===== src/rtl/da_fir_pkg.sv =====
package da_fir_pkg;
  localparam int GRP = 4;             // taps per lookup table
  localparam int GRP_ENTRIES = 1 << GRP;
endpackage


===== src/rtl/da_rom.sv =====
module da_rom
  import da_fir_pkg::*;
#(
  parameter int CW = 8,
  parameter logic [GRP*CW-1:0] GCOEF = '0
) (
  input  logic [GRP-1:0]       addr_i,
  output logic signed [CW+1:0] sum_o
);
  localparam int SW = CW + 2;

  function automatic logic signed [SW-1:0] entry(input int a);
    logic signed [SW-1:0] s;
    s = '0;
    for (int i = 0; i < GRP; i++)
      if (a[i]) s = s + SW'($signed(GCOEF[i*CW +: CW]));
    return s;
  endfunction

  logic signed [SW-1:0] rom [GRP_ENTRIES];
  for (genvar a = 0; a < GRP_ENTRIES; a++) begin : g_ent
    assign rom[a] = entry(a);
  end

  assign sum_o = rom[addr_i];
endmodule


===== src/rtl/da_slice.sv =====
module da_slice
  import da_fir_pkg::*;
#(
  parameter int NGRP = 2,
  parameter int CW   = 8,
  parameter int AW   = 12,
  parameter logic [NGRP*GRP*CW-1:0] COEFP = '0
) (
  input  logic [NGRP*GRP-1:0] bits_i,
  output logic signed [AW-1:0] a_o
);
  logic signed [CW+1:0] g_sum [NGRP];

  for (genvar g = 0; g < NGRP; g++) begin : g_grp
    da_rom #(.CW(CW), .GCOEF(COEFP[g*GRP*CW +: GRP*CW])) u_rom (
      .addr_i(bits_i[g*GRP +: GRP]),
      .sum_o (g_sum[g])
    );
  end

  always_comb begin
    a_o = '0;
    for (int g = 0; g < NGRP; g++) a_o = a_o + AW'(g_sum[g]);
  end
endmodule


===== src/rtl/da_fir.sv =====
module da_fir
  import da_fir_pkg::*;
#(
  parameter int TAPS  = 8,
  parameter int DW    = 8,
  parameter int CW    = 8,
  parameter int DIGIT = 2,
  parameter int PIPE  = 1,
  parameter logic [TAPS*CW-1:0] COEFS = 64'h09C44D00FD2D807F,
  localparam int OW = CW + DW + $clog2(TAPS)
) (
  input  logic          clk_i,
  input  logic          rst_ni,
  input  logic          valid_i,
  input  logic [DW-1:0] x_i,
  output logic          valid_o,
  output logic [OW-1:0] y_o
);
  localparam int NGRP  = (TAPS + GRP - 1) / GRP;
  localparam int TP    = NGRP * GRP;
  localparam int STEPS = DW / DIGIT;
  localparam int CNTW  = (STEPS > 1) ? $clog2(STEPS) : 1;
  localparam int AW    = CW + $clog2(TAPS) + 1;
  localparam int SUMW  = AW + DIGIT + 1;
  localparam int ACW   = AW + DW + 1;
  localparam logic [TP*CW-1:0] COEFP = (TP*CW)'(COEFS);

  logic [DW-1:0]   dl_q [TAPS];
  logic [DW-1:0]   wk_q [TAPS];
  logic            busy_q;
  logic [CNTW-1:0] cnt_q;
  logic            accept;

  assign accept = valid_i & ~busy_q;

  always_ff @(posedge clk_i or negedge rst_ni) begin
    if (!rst_ni) begin
      for (int t = 0; t < TAPS; t++) begin
        dl_q[t] <= '0;
        wk_q[t] <= '0;
      end
      busy_q <= 1'b0;
      cnt_q  <= '0;
    end else if (accept) begin
      dl_q[0] <= x_i;
      wk_q[0] <= x_i;
      for (int t = 1; t < TAPS; t++) begin
        dl_q[t] <= dl_q[t-1];
        wk_q[t] <= dl_q[t-1];
      end
      busy_q <= 1'b1;
      cnt_q  <= '0;
    end else if (busy_q) begin
      for (int t = 0; t < TAPS; t++) wk_q[t] <= wk_q[t] >> DIGIT;
      cnt_q <= cnt_q + 1'b1;
      if (cnt_q == CNTW'(STEPS - 1)) busy_q <= 1'b0;
    end
  end

  // one slice per digit bit, LSB first
  logic [TP-1:0]        sbits [DIGIT];
  logic signed [AW-1:0] a_s   [DIGIT];

  always_comb begin
    for (int d = 0; d < DIGIT; d++) begin
      sbits[d] = '0;
      for (int t = 0; t < TAPS; t++) sbits[d][t] = wk_q[t][d];
    end
  end

  for (genvar d = 0; d < DIGIT; d++) begin : g_slice
    da_slice #(.NGRP(NGRP), .CW(CW), .AW(AW), .COEFP(COEFP)) u_slice (
      .bits_i(sbits[d]),
      .a_o   (a_s[d])
    );
  end

  logic                  last_c;
  logic signed [SUMW-1:0] dsum;
  logic signed [ACW-1:0]  term_c;

  assign last_c = (cnt_q == CNTW'(STEPS - 1));

  always_comb begin
    dsum = '0;
    for (int d = 0; d < DIGIT; d++) begin
      if (last_c && d == DIGIT - 1) dsum = dsum - (SUMW'(a_s[d]) <<< d);  // sign slice
      else                          dsum = dsum + (SUMW'(a_s[d]) <<< d);
    end
    term_c = ACW'(dsum) <<< (int'(cnt_q) * DIGIT);
  end

  // optional register between slice adders and accumulator
  logic signed [ACW-1:0] t_d;
  logic                  tv_d, tf_d, tl_d;

  if (PIPE != 0) begin : g_pipe
    always_ff @(posedge clk_i or negedge rst_ni) begin
      if (!rst_ni) begin
        t_d  <= '0;
        tv_d <= 1'b0;
        tf_d <= 1'b0;
        tl_d <= 1'b0;
      end else begin
        t_d  <= term_c;
        tv_d <= busy_q;
        tf_d <= busy_q && cnt_q == '0;
        tl_d <= busy_q && last_c;
      end
    end
  end else begin : g_nopipe
    assign t_d  = term_c;
    assign tv_d = busy_q;
    assign tf_d = busy_q && cnt_q == '0;
    assign tl_d = busy_q && last_c;
  end

  logic signed [ACW-1:0] acc_q, acc_n;
  assign acc_n = (tf_d ? ACW'(0) : acc_q) + t_d;

  always_ff @(posedge clk_i or negedge rst_ni) begin
    if (!rst_ni) begin
      acc_q   <= '0;
      valid_o <= 1'b0;
      y_o     <= '0;
    end else begin
      valid_o <= 1'b0;
      if (tv_d) acc_q <= acc_n;
      if (tl_d) begin
        valid_o <= 1'b1;
        y_o     <= acc_n[OW-1:0];
      end
    end
  end


  valid_pulse_chk: assert property (@(posedge clk_i) disable iff (!rst_ni)
    valid_o |=> !valid_o);

  cnt_range_chk: assert property (@(posedge clk_i) disable iff (!rst_ni)
    busy_q |-> cnt_q <= CNTW'(STEPS - 1));

  busy_drop_chk: assert property (@(posedge clk_i) disable iff (!rst_ni)
    (busy_q && valid_i) |=> ($stable(dl_q[0]) && $stable(dl_q[TAPS-1])));

  y_hold_chk: assert property (@(posedge clk_i) disable iff (!rst_ni)
    !valid_o |-> $stable(y_o));
endmodule


===== config.mk =====
export PLATFORM = sky130hd
export DESIGN_NAME = da_fir
export DESIGN_NICKNAME = d
export VERILOG_FILES = /design/src/rtl/da_fir_pkg.sv /design/src/rtl/da_rom.sv /design/src/rtl/da_slice.sv /design/src/rtl/da_fir.sv
export SDC_FILE = /design/constraint.sdc
export NUM_CORES = 1
export LEC_CHECK = 0
export BUFFER_PORTS_ARGS = -buffer_cell sky130_fd_sc_hd__buf_2
export CORE_MARGIN = 3
export CORE_UTILIZATION = 53
export DETAILED_ROUTE_END_ITERATION = 6
export PLACE_DENSITY = 0.69
export SKIP_CTS_REPAIR_TIMING = 1
export SLEW_MARGIN = 25
export SYNTH_ARGS = -nofsm -noshare
export SYNTH_HDL_FRONTEND = slang
export SYNTH_HIERARCHICAL = 1
export SYNTH_SLANG_ARGS = --single-unit

===== constraint.sdc =====
create_clock -name clk_i -period 5.97 [get_ports clk_i]
set_input_delay 0.597 -clock clk_i [delete_from_list [all_inputs] [get_ports clk_i]]
set_output_delay 0.597 -clock clk_i [all_outputs]
set_load 0.01 [all_outputs]

==> results.toml <==
[setup_path]
crit_chain = "inv_1 > ha_1 > nand2b_4 > a21boi_1 > ha_1 > and3_4 > a2111oi_4 > xnor2_1 > nor4_4 > and3_1 > nor2_1 > xnor2_1 > ha_1 > nand3_1 > a21oi_1 > o31ai_1 > and2_1 > xor2_1 > mux2_1 > a221oi_1"
critPathTopFamily = "simple AND/OR/NAND/NOR gates"
start_kind = "register"
critPathArrivalTime_ns = 5.24
worstSetupPathType = "register to register"
slowest_delay_ns = 0.49
worstPathBufferInverterCount = 1
timing.critical_path.mode_cell = "ha_1"
critical_path.slowest_cell = "a2111oi_4"
crit_path_end_kind = "register"
cp.required_ns = 6.29
crit_path_max_fanout = 7

[die]
initial_core_util_pct = 54.1
rows = 51
die_boundary_height_um = 147
die_width_um = 147
top_level_ports = 31
floorplan.core_area_mm2 = 0.0195
die_area_mm2 = 0.0217

[clock_network]
cts_root_buffer = "clkbuf_16"
tritoncts.num_buffers = 17
h-tree-depth = 4
clock_sink_count = 176
max_buffers_root_to_sink = 2
clk-insertion-delay-late_ns = 0.43
clk_pin_slew_ns = 0.07
cts_tree = "done"

[sta]
finalCritPeriodShare_pct = 82.4
hold-worst-slack_ns = 0.251
grt_setup_unrepaired = "no"
final_period_minus_worst_setup_slack_ns = 4.92
fmax_mhz = 203
post_route_setup_tns_ns = 0
slew_viol_final = 0
final.setup_skew_ns = 0.0125
setup_violating_endpoint_count_in_the_final_report = 0
timing_worst_slew_pin_value_ns = 0.923
final-hold-violation-count = 0
max_slew_margin_pct = 38.5

[detailed_routing]
drt_pre_antenna_iters = 5
drc = 0
detailroute.via_count = 7052
ant_nets = 0
wl_per_cell_um = 14.9
drt_wl_total_um = 19200
first_iter_violations = 346
routed_via_density = 5.48

[layout]
ant_diodes = 0
layout-area-overhead-vs-synth_pct = 7.72
share_of_layout_cells_above_drive_strength_1_pct = 18.6
nNetsFinal = 1095

[status]
result_of_the_run = "finished clean"

[global_route]
grt_overflow_total = 0
grt_pass1_vias = 6787
grt_use_total_pct = 18.3
antenna_violations_before_repair = 0
grt_max_degree = 106
global_route_wire_length_before_repair_um = 32800

[synthesis]
mappedNetlistNets = 1107
post_synth_inst_count = 1021
synth_area_mm2 = 0.0106
syn_avg_cell_area_um2 = 10.3
yosysWarningCount = 6

[placement]
dp_hpwl_um = 13400
port_buf_inserts = 30
gp_congestion = 0.892

[flow_run]
max_cap_viol_count = 0

[worst_hold_path]
min_path_type = "input port to asynchronous set/reset pin"
worst paths after layout:
kind / start / end / slack, ns / cells past startpoint
max: sbits[2] / t_d[14] / 1.05 / 20
min in group clk_i: x_i[2] / dl_q[58] / 0.41 / 2
min: rst_ni / y_o[1] / 0.25 / 1
min reg2reg: wk_q[2] / sbits[15] / 0.47 / 2
max in group asynchronous: rst_ni / wk_q[6] / 4.59 / 2
max reg2reg: sbits[2] / t_d[14] / 1.05 / 20
placed cells by master, fill, tap and decap left out, drive strengths merged, types with 3 or more instances in the layout:
| cell | instances |
|---|---|
| mux2i | 68 |
| nor2 | 71 |
| xnor2 | 35 |
| a31o | 3 |
| o31ai | 6 |
| nand2b | 6 |
| a221oi | 7 |
| a211oi | 4 |
| buf | 34 |
| mux2 | 93 |
| a41oi | 3 |
| nor3 | 15 |
| a21oi | 53 |
| a311oi | 5 |
| fa | 4 |
| nand3 | 11 |
| nand2 | 79 |
| o21ai | 66 |
| ha | 71 |
| and2 | 12 |
| nor2b | 29 |
| dfrtp | 176 |
| nor4 | 6 |
| inv | 54 |
| a21o | 12 |
| a21boi | 3 |
| and3 | 7 |
| and3b | 4 |
| xor2 | 13 |
| or3 | 3 |
| o22ai | 5 |
| o21a | 4 |
| nand4 | 5 |
| clkbuf | 20 |
| o21bai | 4 |
| a31oi | 5 |
| o211ai | 5 |
layout make-up:
class	instances	area, um2
clock inverters	13	158
inverters	45	169
multi-input cells	734	5660
repair buffers	35	199
clock buffers	19	453
fillers	1672	8150
flip-flops and latches	176	4410
well taps	265	332
stage by stage:
| step | setup WS [ns] | cell area (um2) | utilization, % | std cells |
|---|---|---|---|---|
| 6_report | 1.05 | 11400 | 58.3 | 1287 |
| 4_1_cts | 1.03 | 11400 | 58.3 | 1287 |
| 2_1_floorplan | 1.56 | 10600 | - | 1021 |
| 5_1_grt | 0.515 | 11400 | 58.3 | 1287 |
| 3_5_place_dp | 1.01 | 10800 | 55.1 | 1255 |
| 3_3_place_gp | 1.26 | 10800 | 55.1 | 1255 |
state kept, by name, indices dropped and copies added (netlist names), 2 cells and up:
| register | count |
|---|---|
| t_d | 19 |
| wk_q | 42 |
| acc_q | 19 |
| y_o | 19 |
| sbits | 14 |
| cnt_q | 2 |
| dl_q | 56 |
routing by layer:
metal	global-route usage (%)	vias up	wire, um
met2	30.1	90	9220
li1	-	3545	-
met4	6.20	0	408
met5	0	-	0
met3	3.27	22	497
met1	24.5	3395	9100
worst reg2reg max path, delay by kind of cell, from the launching register on:
kind	cells	cell delay, ns
multiplexers	1	0.32
flip-flops	1	0.46
buffers and inverters	1	0.12
AO/OA/AOI/OAI	5	1.20
AND/OR/NAND/NOR	7	1.32
adder cells (fa/ha/maj)	3	0.88
XOR/XNOR	3	0.53
Power is left out: the tool's default activity adds up to more than one toggle a clock period on the data nets, which glitch-free logic cannot reach.
